[config.mk]
export PLATFORM = sky130hd
export DESIGN_NAME = dma_stop_poll_ctrl
export DESIGN_NICKNAME = d
export VERILOG_FILES = /design/src/rtl/dma_stop_poll_pkg.sv /design/src/rtl/stop_unit.sv /design/src/rtl/poll_timer.sv /design/src/rtl/dma_stop_poll_ctrl.sv
export SDC_FILE = /design/constraint.sdc
export NUM_CORES = 1
export LEC_CHECK = 0
export ABC_AREA = 1
export BUFFER_PORTS_ARGS = -buffer_cell sky130_fd_sc_hd__buf_2
export CORE_UTILIZATION = 30
export CTS_CLUSTER_SIZE = 20
export DETAILED_ROUTE_END_ITERATION = 12
export SYNTH_ARGS = -nofsm -noshare
export SYNTH_HDL_FRONTEND = slang
export SYNTH_SLANG_ARGS = --single-unit
[constraint.sdc]
create_clock -name clk -period 1.9 [get_ports clk]
set_clock_uncertainty 0.1 [all_clocks]
set_input_delay 0.38 -clock clk [delete_from_list [all_inputs] [get_ports clk]]
set_output_delay 0.38 -clock clk [all_outputs]
set_load 0.02 [all_outputs]
[src/rtl/dma_stop_poll_pkg.sv]
package dma_stop_poll_pkg;
  typedef struct packed {
    logic tx_stop;
    logic rx_stop;
    logic no_poll;
  } dma_ctl_t;
endpackage

[src/rtl/stop_unit.sv]
module stop_unit (
  input  logic clk,
  input  logic rst_n,
  input  logic wr_i,
  input  logic req_i,
  input  logic busy_i,
  input  logic eof_i,
  output logic done_o
);
  logic pend_q, pend_d;
  logic done_q, done_d;

  always_comb begin
    if (wr_i) begin
      done_d = req_i & (~busy_i | eof_i);
      pend_d = req_i & busy_i & ~eof_i;
    end else begin
      done_d = pend_q & eof_i;
      pend_d = pend_q & ~eof_i;
    end
  end

  always_ff @(posedge clk or negedge rst_n) begin
    if (!rst_n) begin
      pend_q <= 1'b0;
      done_q <= 1'b0;
    end else begin
      pend_q <= pend_d;
      done_q <= done_d;
    end
  end

  assign done_o = done_q;

  // an idle path completes on the next cycle
  a_r2_immediate_done: assert property (@(posedge clk) disable iff (!rst_n)
    (wr_i && req_i && !busy_i) |=> done_o);
  // a pending stop completes after its end-of-frame pulse
  a_r3_deferred_done: assert property (@(posedge clk) disable iff (!rst_n)
    (!wr_i && pend_q && eof_i) |=> done_o);
  // a pulse needs a request write or a pending stop
  a_r5_done_cause: assert property (@(posedge clk) disable iff (!rst_n)
    done_o |-> ($past(wr_i && req_i) || $past(pend_q)));
endmodule

[src/rtl/poll_timer.sv]
module poll_timer #(
  parameter int unsigned PERIOD = 10
) (
  input  logic clk,
  input  logic rst_n,
  input  logic wr_i,
  input  logic wr_wop_i,
  input  logic wop_q_i,
  input  logic gts_q_i,
  output logic poll_o
);
  localparam int unsigned CNT_W = (PERIOD > 2) ? $clog2(PERIOD) : 1;
  localparam logic [CNT_W-1:0] RELOAD = CNT_W'(PERIOD - 1);

  logic             run_q, run_d;
  logic [CNT_W-1:0] cnt_q, cnt_d;
  logic             poll_q, poll_d;
  logic             expire;

  assign expire = run_q && (cnt_q == '0);

  always_comb begin
    run_d  = run_q;
    cnt_d  = cnt_q;
    poll_d = 1'b0;
    if (wr_i && !wr_wop_i) begin
      run_d = 1'b1;
      cnt_d = RELOAD;
    end else if (expire) begin
      if (!wop_q_i) begin
        cnt_d  = RELOAD;
        poll_d = !gts_q_i;
      end else begin
        run_d = 1'b0;
      end
    end else if (run_q) begin
      cnt_d = cnt_q - 1'b1;
    end
  end

  always_ff @(posedge clk or negedge rst_n) begin
    if (!rst_n) begin
      run_q  <= 1'b0;
      cnt_q  <= '0;
      poll_q <= 1'b0;
    end else begin
      run_q  <= run_d;
      cnt_q  <= cnt_d;
      poll_q <= poll_d;
    end
  end

  assign poll_o = poll_q;

  // a strobe only follows an expiry with both gating bits clear
  a_r8_strobe_gated: assert property (@(posedge clk) disable iff (!rst_n)
    poll_o |-> (!gts_q_i && !wop_q_i && $past(expire)));
  // a restarting write suppresses the strobe of that cycle
  a_r10_restart_no_strobe: assert property (@(posedge clk) disable iff (!rst_n)
    (wr_i && !wr_wop_i) |=> !poll_o);
  // an idle timer emits nothing
  a_r1_idle_silent: assert property (@(posedge clk) disable iff (!rst_n)
    (!run_q && !wr_i) |=> !poll_o);
endmodule

[src/rtl/dma_stop_poll_ctrl.sv]
module dma_stop_poll_ctrl #(
  parameter int unsigned CLK_HZ  = 250_000_000,
  parameter int unsigned POLL_HZ = 100
) (
  input  logic clk,
  input  logic rst_n,
  input  logic ctl_wr,
  input  logic ctl_gts,
  input  logic ctl_grs,
  input  logic ctl_wop,
  input  logic tx_busy,
  input  logic rx_busy,
  input  logic tx_eof,
  input  logic rx_eof,
  output logic tx_stop_done,
  output logic rx_stop_done,
  output logic poll_tx0
);
  import dma_stop_poll_pkg::*;

  localparam int unsigned PERIOD = (CLK_HZ / POLL_HZ < 2) ? 2 : CLK_HZ / POLL_HZ;

  dma_ctl_t ctl_q, ctl_d;

  always_comb begin
    ctl_d = ctl_q;
    if (ctl_wr) begin
      ctl_d.tx_stop = ctl_gts;
      ctl_d.rx_stop = ctl_grs;
      ctl_d.no_poll = ctl_wop;
    end
  end

  always_ff @(posedge clk or negedge rst_n) begin
    if (!rst_n) ctl_q <= '0;
    else        ctl_q <= ctl_d;
  end

  stop_unit u_tx_stop (
    .clk(clk), .rst_n(rst_n), .wr_i(ctl_wr), .req_i(ctl_gts),
    .busy_i(tx_busy), .eof_i(tx_eof), .done_o(tx_stop_done)
  );

  stop_unit u_rx_stop (
    .clk(clk), .rst_n(rst_n), .wr_i(ctl_wr), .req_i(ctl_grs),
    .busy_i(rx_busy), .eof_i(rx_eof), .done_o(rx_stop_done)
  );

  poll_timer #(.PERIOD(PERIOD)) u_poll (
    .clk(clk), .rst_n(rst_n), .wr_i(ctl_wr), .wr_wop_i(ctl_wop),
    .wop_q_i(ctl_q.no_poll), .gts_q_i(ctl_q.tx_stop), .poll_o(poll_tx0)
  );
endmodule

# Word level (Yosys, flattened, before mapping)
# Index checks and enable logic that the tools add are counted.
# totals
regBits,30
inputBits,10
out_inout_bits,3
elab_cells,51
# op_classes
addsub,1
eq_ne,1
mux,14
bitwise_logic,16
reduce_logical,10
# op_table
operator,n
2-to-1 mux 22 bit,4
zero test 22 bit,1
subtractor 22 x 1 -> 22 bit (second input constant),1
bitwise AND 1 bit,10
2-to-1 mux 1 bit,10
inverter 1 bit,4
AND reduction 2 bit,2
nonzero test 2 bit,2
inequality test 3 bit (second input constant),1
nonzero test 3 bit,1
logical AND 1 bit,2
zero test 1 bit,2
bitwise OR 1 bit,2

# Longest topological paths before layout
# depth
word_depth,4
ltp_mapped,11
mapped_depth_nobuf,10

# Hierarchy
# From an unflattened synthesis, not the netlist that was laid out.
# hier_totals
cells_unflattened,287
area_unflattened_um2,2020.7
# modules_own_cells
mod,instances,cells_per_inst,area_per_inst_um2
poll_timer,1,254,1756.7
stop_unit,2,12,93.8
dma_stop_poll_ctrl,1,9,76.3

# Worst setup path after synthesis
# No wires, ideal clock.
# synth_timing
kind,register to register
from,register u_poll.cnt_q[0]
to,register u_poll.cnt_q[20]
t_arrival_ps,1502
t_required_ps,1682
path_slack_ps,180
path_stages_with_launch,11
path_buffers,1
cell_sequence,dfrtp_1 > inv_1 > ha_1 > nand2_2 > nor2_4 > nand4_2 > nand2_2 > nand2_4 > buf_6 > nand3_1 > nand2_1
# synth_between
elab_chain_len,4
elab_cells_between_ends,9
classes_between,add/sub: 1; eq/ne: 1; mux: 3; reduce/logical: 4
# synth_rtl
item,line,text
"start, declared",poll_timer.sv:16,"logic [CNT_W-1:0] cnt_q, cnt_d;"
"start signal, assigned",poll_timer.sv:48,cnt_q <= cnt_d;
subtractor 22 x 1 -> 22 bit / zero test 22 bit (equally long branches),"poll_timer.sv:37, poll_timer.sv:20",
2-to-1 mux 22 bit / logical AND 1 bit (equally long branches),"poll_timer.sv:36, poll_timer.sv:20",
2-to-1 mux 22 bit (tied with other cells),poll_timer.sv:29,end else if (expire) begin
2-to-1 mux 22 bit / AND reduction 2 bit (equally long branches),-,
# Parallel ways exist; a longest one is shown, timed or not. The select of a mux whose other input is x is not followed.
# A chain may end at the register's enable or synchronous reset.

# Final worst setup path
# layout_timing
from,register u_poll.cnt_q[0]
to,register u_poll.cnt_q[3]
# Same word-level chain as after synthesis.

==> results.md <==
- Status: complete, no violations
- Crit-path cells: inv_1 > ha_1 > nand2_2 > nor2_4 > nand4_2 > nand2_4 > nand2_4 > nand2_1 > o21ai_2
- Count of final hold-check violations: 0
- IR drop worst, VDD: 0.326 mV
- Flops & latches, synth: 30
- Arr. time, crit path: 1860 ps
- Share of post-route cells with drive strength above 1: between 10% and 20%
- Most used cell along the critical path: nand2_4
- Power Density: 649 mW/mm²
- Slowest stage delay, CP: about 370 ps
- Post-CTS Setup Repair Bufs: 0
- Root buffer cell: clkbuf_8
- Routed len/inst: 12.2 µm
- Startpoint Class: flop
- Setup ws final: approximately 110 ps
- Die X-Extent: 82.6 µm
- Vias in the first global route: 1643
- Diodes inserted: 0
- Initial core utilization: 30.9%
- Die ar.: between 0.006 and 0.007 mm²
- Synth area leaders: dfrtp_1, nand2_1, nand3_1
- Hold_buf cts: 0
- Total power: 1.45 mW
- CTS tree: done
- Reg-to-reg slack, setup: ~110 ps
- Buf/Inv on CP: 1
- Htree depth: 2
- Initial antenna violation count: 0
- Post-Route WL: about 4.6 mm
- Seq/Total Area, Yosys: about two fifths
- Drc violations: 0
- Max FO, Critical Path: 16
- Slew @ Worst Pin: 694 ps
- Total gr overflow: 0
- GPL Wtd Cong: 0.823
- Reg2Reg Capture Point: u_poll.cnt_q[3]
- Post-synth top area cell: dfrtp_1
- Detail Route Antenna Nets: 0
- CORE AREA: 0.00631 mm²
- CTS buffer count: 5
- Detailed Route Iter0 Violations: 97
- Synth unique cells: 25
- Top-area cell type share of the netlist area: approximately two fifths
- Die Height: 82.6 µm
- First-pass GRT wire length: 7.36 mm
- Clock latency on the worst-skew pair: 290 ps
- Clk buf depth: 2
- Max-slew violation total from the final report: 0
- RR Startpoint: u_poll.cnt_q[0]
- Final min period: about 1800 ps
- GRT Resource Usage Total: 14.8%
- Final setup vio count: 0
- Worst Path Required: 1970 ps
- CP endpoint kind: flop
- PortBufs: 12
- Routed vias/inst: 4.81
- Post-synthesis cell count: about 280
- Total vias in the final route: roughly 1800
- Crit-path leading delay family: simple AND/OR/NAND/NOR gates
- Ports: 13
- Ys Warns: 0
- Place WS: -25.0 ps
- Cell Rows: 29
- Clock transition at path regs: roughly 70 ps
- Setup_tns: 0 ps
- Largest net degree at the start of global routing: 34
- Number of iterations in the first detailed-routing pass: 4
- F_max: between 0.5 and 0.6 GHz
- Clock sink total: 30
- Layout area overhead: 14.6%
- Syn Area/Cell: 7.09 µm²
- Dpl hpwl: 3.19 mm
- Static Leak: around 1.1 nW
- Slew HR: 53.8%
- Hold_ws: 30.1 ps
- RSZ-0062 raised after global routing: yes
- Syn nets: 286
- Max-Cap Viols: 0
- Total Nets Final: slightly above 300
- Fill count: 691
- Worst r2r path cells: 9
- Hold Path Class: input port to asynchronous set/reset pin
- CP Class: flop to flop
- Critical path's slowest cell: dfrtp_1
- Mapped Area: 0.00195 mm²
- Tcrit/Tclk final: 94.2%
## power by group
group          internal (mW)  leakage, nW  switching [mW]
registers              0.679        0.351          0.0269
clock network          0.292       0.0482           0.246
logic                 0.0775        0.719           0.129
## cells in the final DEF (no fill, tap or decap), drive strengths merged
master,count
xor2,2
buf,20
a21oi,2
nor4,1
nand2,100
dfrtp,30
clkbuf,7
nor2,46
clkinv,3
ha,1
nand3,32
inv,26
xnor2,3
nand4,11
nand3b,1
o21ai,13
## stage by stage
stage / instances / utilization, % / area, µm²
4_1_cts: 374 / 35.0 / 2210
6_report: 375 / 35.4 / 2230
5_1_grt: 375 / 35.4 / 2230
3_5_place_dp: 366 / 33.3 / 2100
2_1_floorplan: 275 / - / 1950
3_3_place_gp: 366 / 33.3 / 2100
## cells by family after synthesis
family	after synthesis	share of synthesized area [%]
compound gates	15	5.78
xor+xnor	5	2.25
fa+ha+maj	1	0.642
buf+inv	34	8.86
flops	30	38.5
simple gates	190	44.0
## final cells by class
type | count | area [µm²] | share of cell area, %
repair buffers | 20 | 120 | 5.38
clock buffers | 7 | 86.3 | 3.87
inverters | 28 | 119 | 5.32
multi-input cells | 212 | 1060 | 47.3
clock inverters | 1 | 5.00 | 0.224
well taps | 77 | 96.3 | 4.31
flip-flops and latches | 30 | 751 | 33.6
## worst max-delay path by stage
| stage | from | endpoint | cells past startpoint |
|---|---|---|---|
| finish | u_poll.cnt_q[0] | u_poll.cnt_q[3] | 9 |
| floorplan | u_poll.cnt_q[0] | u_poll.cnt_q[20] | 10 |
| global placement | u_poll.cnt_q[17] | u_poll.cnt_q[17] | 9 |
| global route | u_poll.cnt_q[0] | u_poll.cnt_q[3] | 9 |
| CTS | u_poll.cnt_q[0] | u_poll.cnt_q[14] | 10 |
| detailed placement | u_poll.cnt_q[17] | u_poll.cnt_q[14] | 9 |
## per-layer routing
metal / wire length, µm / GRT usage, %
met4: 72 / 5.86
met5: 0 / 0
met2: 2020 / 23.6
met1: 2250 / 18.9
met3: 238 / 3.85
## worst register-to-register path, cell delays in order (launching register included)
cell	delay [ps]
dfrtp_1	370
inv_1	110
ha_1	190
nand2_2	100
nor2_4	170
nand4_2	140
nand2_4	130
nand2_4	180
nand2_1	130
o21ai_2	60
## flip-flops by register name, indices dropped and copies added (netlist names)
signal            count
u_poll.cnt_q         22
ctl_q                 2
u_rx_stop.pend_q      1
u_tx_stop.done_o      1
u_poll.poll_o         1
u_rx_stop.done_o      1
u_tx_stop.pend_q      1
u_poll.run_q          1
## synth_stat cells
cell / count
nand2_1: 92
nor2_1: 40
nand3_1: 32
dfrtp_1: 30
inv_1: 26
o21ai_2: 10
nand4_1: 9
nand2_2: 6
nor2_4: 4
buf_6: 3
o21ai_0: 3
xnor2_1: 3
a21oi_1: 2
nand4_2: 2
nor2_2: 2
xor2_1: 2
buf_1: 1
buf_12: 1
clkbuf_1: 1
clkinv_2: 1
ha_1: 1
inv_6: 1
nand2_4: 1
nand3b_1: 1
nor4_1: 1
## repair_timing
item,4_1_cts,5_1_grt
gates cloned,0,1
setup endpoints to repair,13,20
gates resized for setup,2,4
pin swaps,0,1
Power figures use the tool's default switching activity.
